<file path="src/rtl/evt_timer_pkg.sv">
package evt_timer_pkg;
  typedef enum logic [1:0] {
    SRC_HALT    = 2'b00,
    SRC_SYSCLK  = 2'b01,
    SRC_PINEDGE = 2'b10,
    SRC_GATED   = 2'b11
  } src_mode_e;
endpackage

</file>
<file path="src/rtl/tmr_rst_sync.sv">
module tmr_rst_sync #(
  parameter int STAGES = 2
) (
  input  logic clk,
  input  logic rst_n_async,
  output logic rst_n_sync
);
  logic [STAGES-1:0] chain_q;
  logic [STAGES-1:0] chain_d;

  always_comb begin
    chain_d = {chain_q[STAGES-2:0], 1'b1};
  end

  always_ff @(posedge clk or negedge rst_n_async) begin
    if (!rst_n_async) chain_q <= '0;
    else              chain_q <= chain_d;
  end

  assign rst_n_sync = chain_q[STAGES-1];
endmodule

</file>
<file path="src/rtl/tmr_in_sync.sv">
module tmr_in_sync #(
  parameter int STAGES = 2
) (
  input  logic clk,
  input  logic rst_n,
  input  logic pin_async,
  output logic pin_level,
  output logic pin_fall
);
  logic [STAGES-1:0] sync_q;
  logic [STAGES-1:0] sync_d;
  logic              prev_q;

  // synchronizer chain, stage 0 sees the raw pin
  genvar g;
  generate
    for (g = 0; g < STAGES; g++) begin : g_stage
      if (g == 0) begin : g_first
        assign sync_d[g] = pin_async;
      end else begin : g_next
        assign sync_d[g] = sync_q[g-1];
      end
    end
  endgenerate

  always_ff @(posedge clk or negedge rst_n) begin
    if (!rst_n) begin
      sync_q <= '0;
      prev_q <= 1'b0;
    end else begin
      sync_q <= sync_d;
      prev_q <= sync_q[STAGES-1];
    end
  end

  assign pin_level = sync_q[STAGES-1];
  assign pin_fall  = prev_q & ~sync_q[STAGES-1];
endmodule

</file>
<file path="src/rtl/tmr_prescale.sv">
module tmr_prescale #(
  parameter int DIV_BASE  = 12,
  parameter int DIV_EXTRA = 2
) (
  input  logic clk,
  input  logic rst_n,
  input  logic pre_on,
  input  logic pre_dbl,
  output logic tick
);
  localparam int MAX_DIV = DIV_BASE * DIV_EXTRA;
  localparam int PW      = $clog2(MAX_DIV);
  localparam logic [PW-1:0] LIM_BASE = PW'(DIV_BASE - 1);
  localparam logic [PW-1:0] LIM_MAX  = PW'(MAX_DIV - 1);

  logic [PW-1:0] div_q;
  logic [PW-1:0] div_d;
  logic [PW-1:0] lim;
  logic          wrap;

  always_comb begin
    lim   = pre_dbl ? LIM_MAX : LIM_BASE;
    wrap  = (div_q >= lim);
    div_d = wrap ? '0 : div_q + PW'(1);
    tick  = pre_on ? wrap : 1'b1;
  end

  always_ff @(posedge clk or negedge rst_n) begin
    if (!rst_n) div_q <= '0;
    else        div_q <= div_d;
  end
endmodule

</file>
<file path="src/rtl/tmr_counter.sv">
module tmr_counter #(
  parameter int BYTE_W = 8,
  parameter int NBYTE  = 2
) (
  input  logic                    clk,
  input  logic                    rst_n,
  input  logic                    inc,
  input  logic [NBYTE-1:0]        wr_be,
  input  logic [BYTE_W-1:0]       wr_data,
  input  logic                    ovf_wr,
  input  logic                    ovf_wdata,
  output logic [NBYTE*BYTE_W-1:0] cnt,
  output logic                    ovf
);
  localparam int CW = NBYTE * BYTE_W;

  logic [CW-1:0] cnt_d;
  logic [CW-1:0] sum;
  logic          carry;
  logic          any_wr;
  logic          step;
  logic          ovf_d;

  always_comb begin
    any_wr       = |wr_be;
    step         = inc & ~any_wr;
    {carry, sum} = {1'b0, cnt} + {{CW{1'b0}}, 1'b1};
    cnt_d        = step ? sum : cnt;
    for (int i = 0; i < NBYTE; i++) begin
      if (wr_be[i]) cnt_d[i*BYTE_W +: BYTE_W] = wr_data;
    end
    if (step && carry)            ovf_d = 1'b1;
    else if (ovf_wr && !ovf_wdata) ovf_d = 1'b0;
    else                           ovf_d = ovf;
  end

  always_ff @(posedge clk or negedge rst_n) begin
    if (!rst_n) begin
      cnt <= '0;
      ovf <= 1'b0;
    end else begin
      cnt <= cnt_d;
      ovf <= ovf_d;
    end
  end
endmodule

</file>
<file path="src/rtl/evt_timer16.sv">
module evt_timer16 #(
  parameter int BYTE_W    = 8,
  parameter int SYNC_ST   = 2,
  parameter int DIV_BASE  = 12,
  parameter int DIV_EXTRA = 2
) (
  input  logic              clk,
  input  logic              rst_n,
  input  logic              ext_pin,
  input  logic [1:0]        src_sel,
  input  logic              pre_on,
  input  logic              pre_dbl,
  input  logic              wr_lo,
  input  logic              wr_hi,
  input  logic [BYTE_W-1:0] wr_data,
  input  logic              ovf_wr,
  input  logic              ovf_wdata,
  output logic [2*BYTE_W-1:0] count,
  output logic              ovf_flag
);
  import evt_timer_pkg::*;

  logic      rst_n_int;
  logic      pin_level;
  logic      pin_fall;
  logic      clk_tick;
  logic      cnt_inc;
  src_mode_e mode;

  tmr_rst_sync #(.STAGES(2)) u_rst (
    .clk         (clk),
    .rst_n_async (rst_n),
    .rst_n_sync  (rst_n_int)
  );

  tmr_in_sync #(.STAGES(SYNC_ST)) u_pin (
    .clk       (clk),
    .rst_n     (rst_n_int),
    .pin_async (ext_pin),
    .pin_level (pin_level),
    .pin_fall  (pin_fall)
  );

  tmr_prescale #(.DIV_BASE(DIV_BASE), .DIV_EXTRA(DIV_EXTRA)) u_pre (
    .clk     (clk),
    .rst_n   (rst_n_int),
    .pre_on  (pre_on),
    .pre_dbl (pre_dbl),
    .tick    (clk_tick)
  );

  always_comb begin
    mode = src_mode_e'(src_sel);
    unique case (mode)
      SRC_HALT:    cnt_inc = 1'b0;
      SRC_SYSCLK:  cnt_inc = clk_tick;
      SRC_PINEDGE: cnt_inc = pin_fall;
      SRC_GATED:   cnt_inc = clk_tick & pin_level;
      default:     cnt_inc = 1'b0;
    endcase
  end

  tmr_counter #(.BYTE_W(BYTE_W), .NBYTE(2)) u_cnt (
    .clk       (clk),
    .rst_n     (rst_n_int),
    .inc       (cnt_inc),
    .wr_be     ({wr_hi, wr_lo}),
    .wr_data   (wr_data),
    .ovf_wr    (ovf_wr),
    .ovf_wdata (ovf_wdata),
    .cnt       (count),
    .ovf       (ovf_flag)
  );
endmodule

</file>
<file path="config.mk">
export PLATFORM = sky130hd
export DESIGN_NAME = evt_timer16
export DESIGN_NICKNAME = d
export VERILOG_FILES = /design/src/rtl/evt_timer_pkg.sv /design/src/rtl/tmr_rst_sync.sv /design/src/rtl/tmr_in_sync.sv /design/src/rtl/tmr_prescale.sv /design/src/rtl/tmr_counter.sv /design/src/rtl/evt_timer16.sv
export SDC_FILE = /design/constraint.sdc
export NUM_CORES = 1
export LEC_CHECK = 0
export BUFFER_PORTS_ARGS = -buffer_cell sky130_fd_sc_hd__buf_2
export CORE_MARGIN = 2
export CORE_UTILIZATION = 30
export DETAILED_ROUTE_END_ITERATION = 10
export GPL_TIMING_DRIVEN = 1
export PLACE_DENSITY = 0.46
export SLEW_MARGIN = 10
export SYNTH_ARGS = -nofsm -noshare
export SYNTH_HDL_FRONTEND = slang
export SYNTH_SLANG_ARGS = --single-unit
</file>
<file path="constraint.sdc">
create_clock -name clk -period 0.9 [get_ports clk]
set_clock_uncertainty 0.05 [all_clocks]
set_input_delay 0.045 -clock clk [delete_from_list [all_inputs] [get_ports clk]]
set_output_delay 0.045 -clock clk [all_outputs]
set_load 0.01 [all_outputs]
</file>
==> impl_metrics.env <==
export IMPL_root_buffer="clkbuf_8"
export IMPL_dp_slack_ps=-1180
export IMPL_die_area_um2=5490
export IMPL_htree_levels=1
export IMPL_synth_net_count=184
export IMPL_final_max_slew_viol_count=0
export IMPL_wire_per_inst_um=13.6
export IMPL_critical_path_class="reg2reg"
export IMPL_fp_row_count=25
export IMPL_synth_cell_types=40
export IMPL_period_needed_ps=2040
export IMPL_start_kind="flop"
export IMPL_syn2layout_area_growth_pct=73.7
export IMPL_synth_simple_gate_area_share=0.236
export IMPL_synth_most_common_cell="dfrtp_1"
export IMPL_routed_wl_mm=4.47
export IMPL_path_buf_inv=0
export IMPL_clockBufferDepth=2
export IMPL_synth_compound_area_frac=0.176
export IMPL_path_max_fanout=6
export IMPL_antenna_left=0
export IMPL_synth_xor_area_frac=0.0297
export IMPL_arrival_ps=2220
export IMPL_fin_nets=287
export IMPL_antenna_found_initial=0
export IMPL_setup_ws_ps=-1140
export IMPL_cts_buffers=3
export IMPL_via_per_inst=4.77
export IMPL_yosysSeqAreaShare=0.459
export IMPL_drcViolationCount=0
export IMPL_crit_slowest_cell="dfrtp_1"
export IMPL_gp_congestion=0.805
export IMPL_dp_cells=309
export IMPL_vdd_drop_max_mv=0.682
export IMPL_final_setup_tns_ps=-23390
export IMPL_grt_pass1_wl_mm=7.48
export IMPL_hold_path_class="in2async"
export IMPL_cap_viol_max_count=0
export IMPL_cpMostUsedCell="nand3_2"
export IMPL_synth_edf_count=0
export IMPL_io_buffers=35
export IMPL_path_cells="ha_4 -> nand3_2 -> o211a_4 -> a211o_4 -> or4_4 -> nand3_2"
export IMPL_synth_ff_type="dfrtp_1"
export IMPL_grt_use_total=0.177
export IMPL_start_util=0.312
export IMPL_fin_crit_sh=2.27
export IMPL_worstMarginPinSlew_ps=519
export IMPL_relSlewSlack=0.650
export IMPL_clock_latency_ps=280
export IMPL_violations="negative setup slack"
export IMPL_drive_above_1_share=0.420
export IMPL_rsz0062_at_grt="true"
export IMPL_setup_violations_final=39
export IMPL_antenna_cells=0
export IMPL_cts_sinks=27
export IMPL_cp_top_family="compound AO/OA/AOI/OAI gates"
export IMPL_synth_area_leaders="dfrtp_1 (46%), nand3_1 (4.8%), nand2_1 (4.3%), ha_1 (4.2%), nor2_1 (3.8%)"
export IMPL_synth_common_cells="dfrtp_1 (27), nand2_1 (17), nor2_1 (15), nand3_1 (14), inv_1 (11)"
export IMPL_core_area_um2=4720
export IMPL_dr_pass1_iters=4
export IMPL_fmax_ghz=0.489
export IMPL_status="finished with violations"
export IMPL_grt_max_degree=26
export IMPL_die_h_um=74.1
export IMPL_syn_area_um2=1470
export IMPL_stdcell_count=329
export IMPL_dp_hpwl_mm=3.19
export IMPL_crit_required_ps=1070
export IMPL_die_w_um=74.1
export IMPL_max_stage_delay_ps=430
export IMPL_avgSynthCellArea_um2=9.20
export IMPL_dr_first_iter_drc_count=52
export IMPL_leakage_nw=1.22
export IMPL_cp_end_kind="flop"
export IMPL_p_per_area_nw_per_um2=1550
export IMPL_synth_top_family_by_area="simple AND/OR/NAND/NOR gates"
export IMPL_cts_tree="yes"
export IMPL_synth_top_area_cell="dfrtp_1"
export IMPL_synth_mux_area_frac=0.00765
export IMPL_ys_warn_count=0
export IMPL_async_flop_share=1.00
export IMPL_clk_pin_slew_worst_paths_ps=110
export IMPL_netlist_instances=160
export IMPL_grt_pass1_vias=1614
export IMPL_synth_fa_ha_area_frac=0.0425
export IMPL_vias=1569
export IMPL_synth_seq_cells=27
export IMPL_ioPinCount=36
export IMPL_grt_overflow=0
export IMPL_synth_top_area_share=0.459
export IMPL_final_hold_violation_count=0
export IMPL_r2r_slack_ps=-1140
layout by cell type, fill, tap and decap left out, types with 4 or more instances in the layout:
| master | count |
|---|---|
| dfrtp_1 | 27 |
| a31oi_1 | 7 |
| a21o_1 | 5 |
| nor2_1 | 15 |
| nand2_1 | 17 |
| buf_6 | 32 |
| buf_2 | 19 |
| buf_4 | 38 |
| dlygate4sd3_1 | 11 |
| o21ai_0 | 5 |
| inv_1 | 11 |
| nand3_1 | 12 |
| and3_1 | 4 |
flip-flops by register name, indices dropped and copies added, names as in the netlist:
name	flops
u_cnt.cnt	16
u_pre.div_q	5
u_pin.sync_q	2
u_rst.chain_q	2
u_cnt.ovf	1
u_pin.prev_q	1
through the flow:
step / util / hold WS, ps / instance area (um^2) / power, mW
6_report: 0.541 / 8.52 / 2560 / 3.97
5_1_grt: 0.541 / 24.9 / 2560 / 4.26
4_1_cts: 0.528 / 11.0 / 2490 / 3.90
3_5_place_dp: 0.450 / -218 / 2130 / 2.90
3_3_place_gp: 0.450 / -221 / 2130 / 2.85
2_1_floorplan: - / -301 / 1480 / 2.24
routing by layer:
| metal | global-route usage | part of all wire | vias to the layer above |
|---|---|---|---|
| met5 | 0 | 0 | - |
| met2 | 0.297 | 0.49 | 26 |
| met1 | 0.241 | 0.47 | 757 |
| met3 | 0.0217 | 0.027 | 5 |
| met4 | 0.0525 | 0.010 | 0 |
| li1 | - | - | 781 |
report_power, final:
part | switching (mW) | leakage (nW) | internal [mW] | total [mW]
clock network | 0.430 | 0.0255 | 0.312 | 0.742
logic | 0.741 | 0.874 | 0.958 | 1.70
registers | 0.139 | 0.322 | 1.39 | 1.53
total | 1.31 | 1.22 | 2.66 | 3.97
logic make-up (layout without fill, tap and decap cells):
family	after synthesis	in the layout
buffers and inverters	16	117
adders and majority gates	5	5
DFF	27	27
other	1	1
muxes	1	1
AOI/OAI and AO/OA	36	37
and+or+nand+nor	69	69
xor gates and xnor gates	5	5
path summary, 6_finish.rpt:
kind,endpoint,cells past startpoint,from
worst max register to register,u_cnt.cnt[9]$_DFFE_PN0P_,6,u_pre.div_q[4]$_DFF_PN0_
worst max-delay path,u_cnt.cnt[9]$_DFFE_PN0P_,6,u_pre.div_q[4]$_DFF_PN0_
min in group clk,u_cnt.ovf$_DFFE_PN0P_,4,ovf_wr
worst min-delay path,u_rst.chain_q[0]$_DFF_PN0_,2,rst_n
max in group asynchronous,u_cnt.cnt[6]$_DFFE_PN0P_,1,u_rst.chain_q[1]$_DFF_PN0_
worst min register to register,u_pin.prev_q$_DFF_PN0_,1,u_rst.chain_q[1]$_DFF_PN0_
area by class of cell:
class                           instances  area [um^2]
Sequential cell                        27          676
Clock buffer                            3         41.3
Fill cell                             454         2170
Multi-Input combinational cell        118          820
Clock inverter                          1         5.00
Timing Repair Buffer                  102          891
Tap cell                               67         83.8
Inverter                               11         41.3
repair_timing:
action / 4_1_cts / 5_1_grt
endpoints found under the setup margin: 39 / 39
endpoints found under the hold margin: 19 / 0
gates resized for setup: 36 / 11
hold buffers: 11 / 0
buffers inserted: 2 / 7
cloned: 1 / 0
pin swaps: 8 / 2
(Power assumes the default switching activity.)
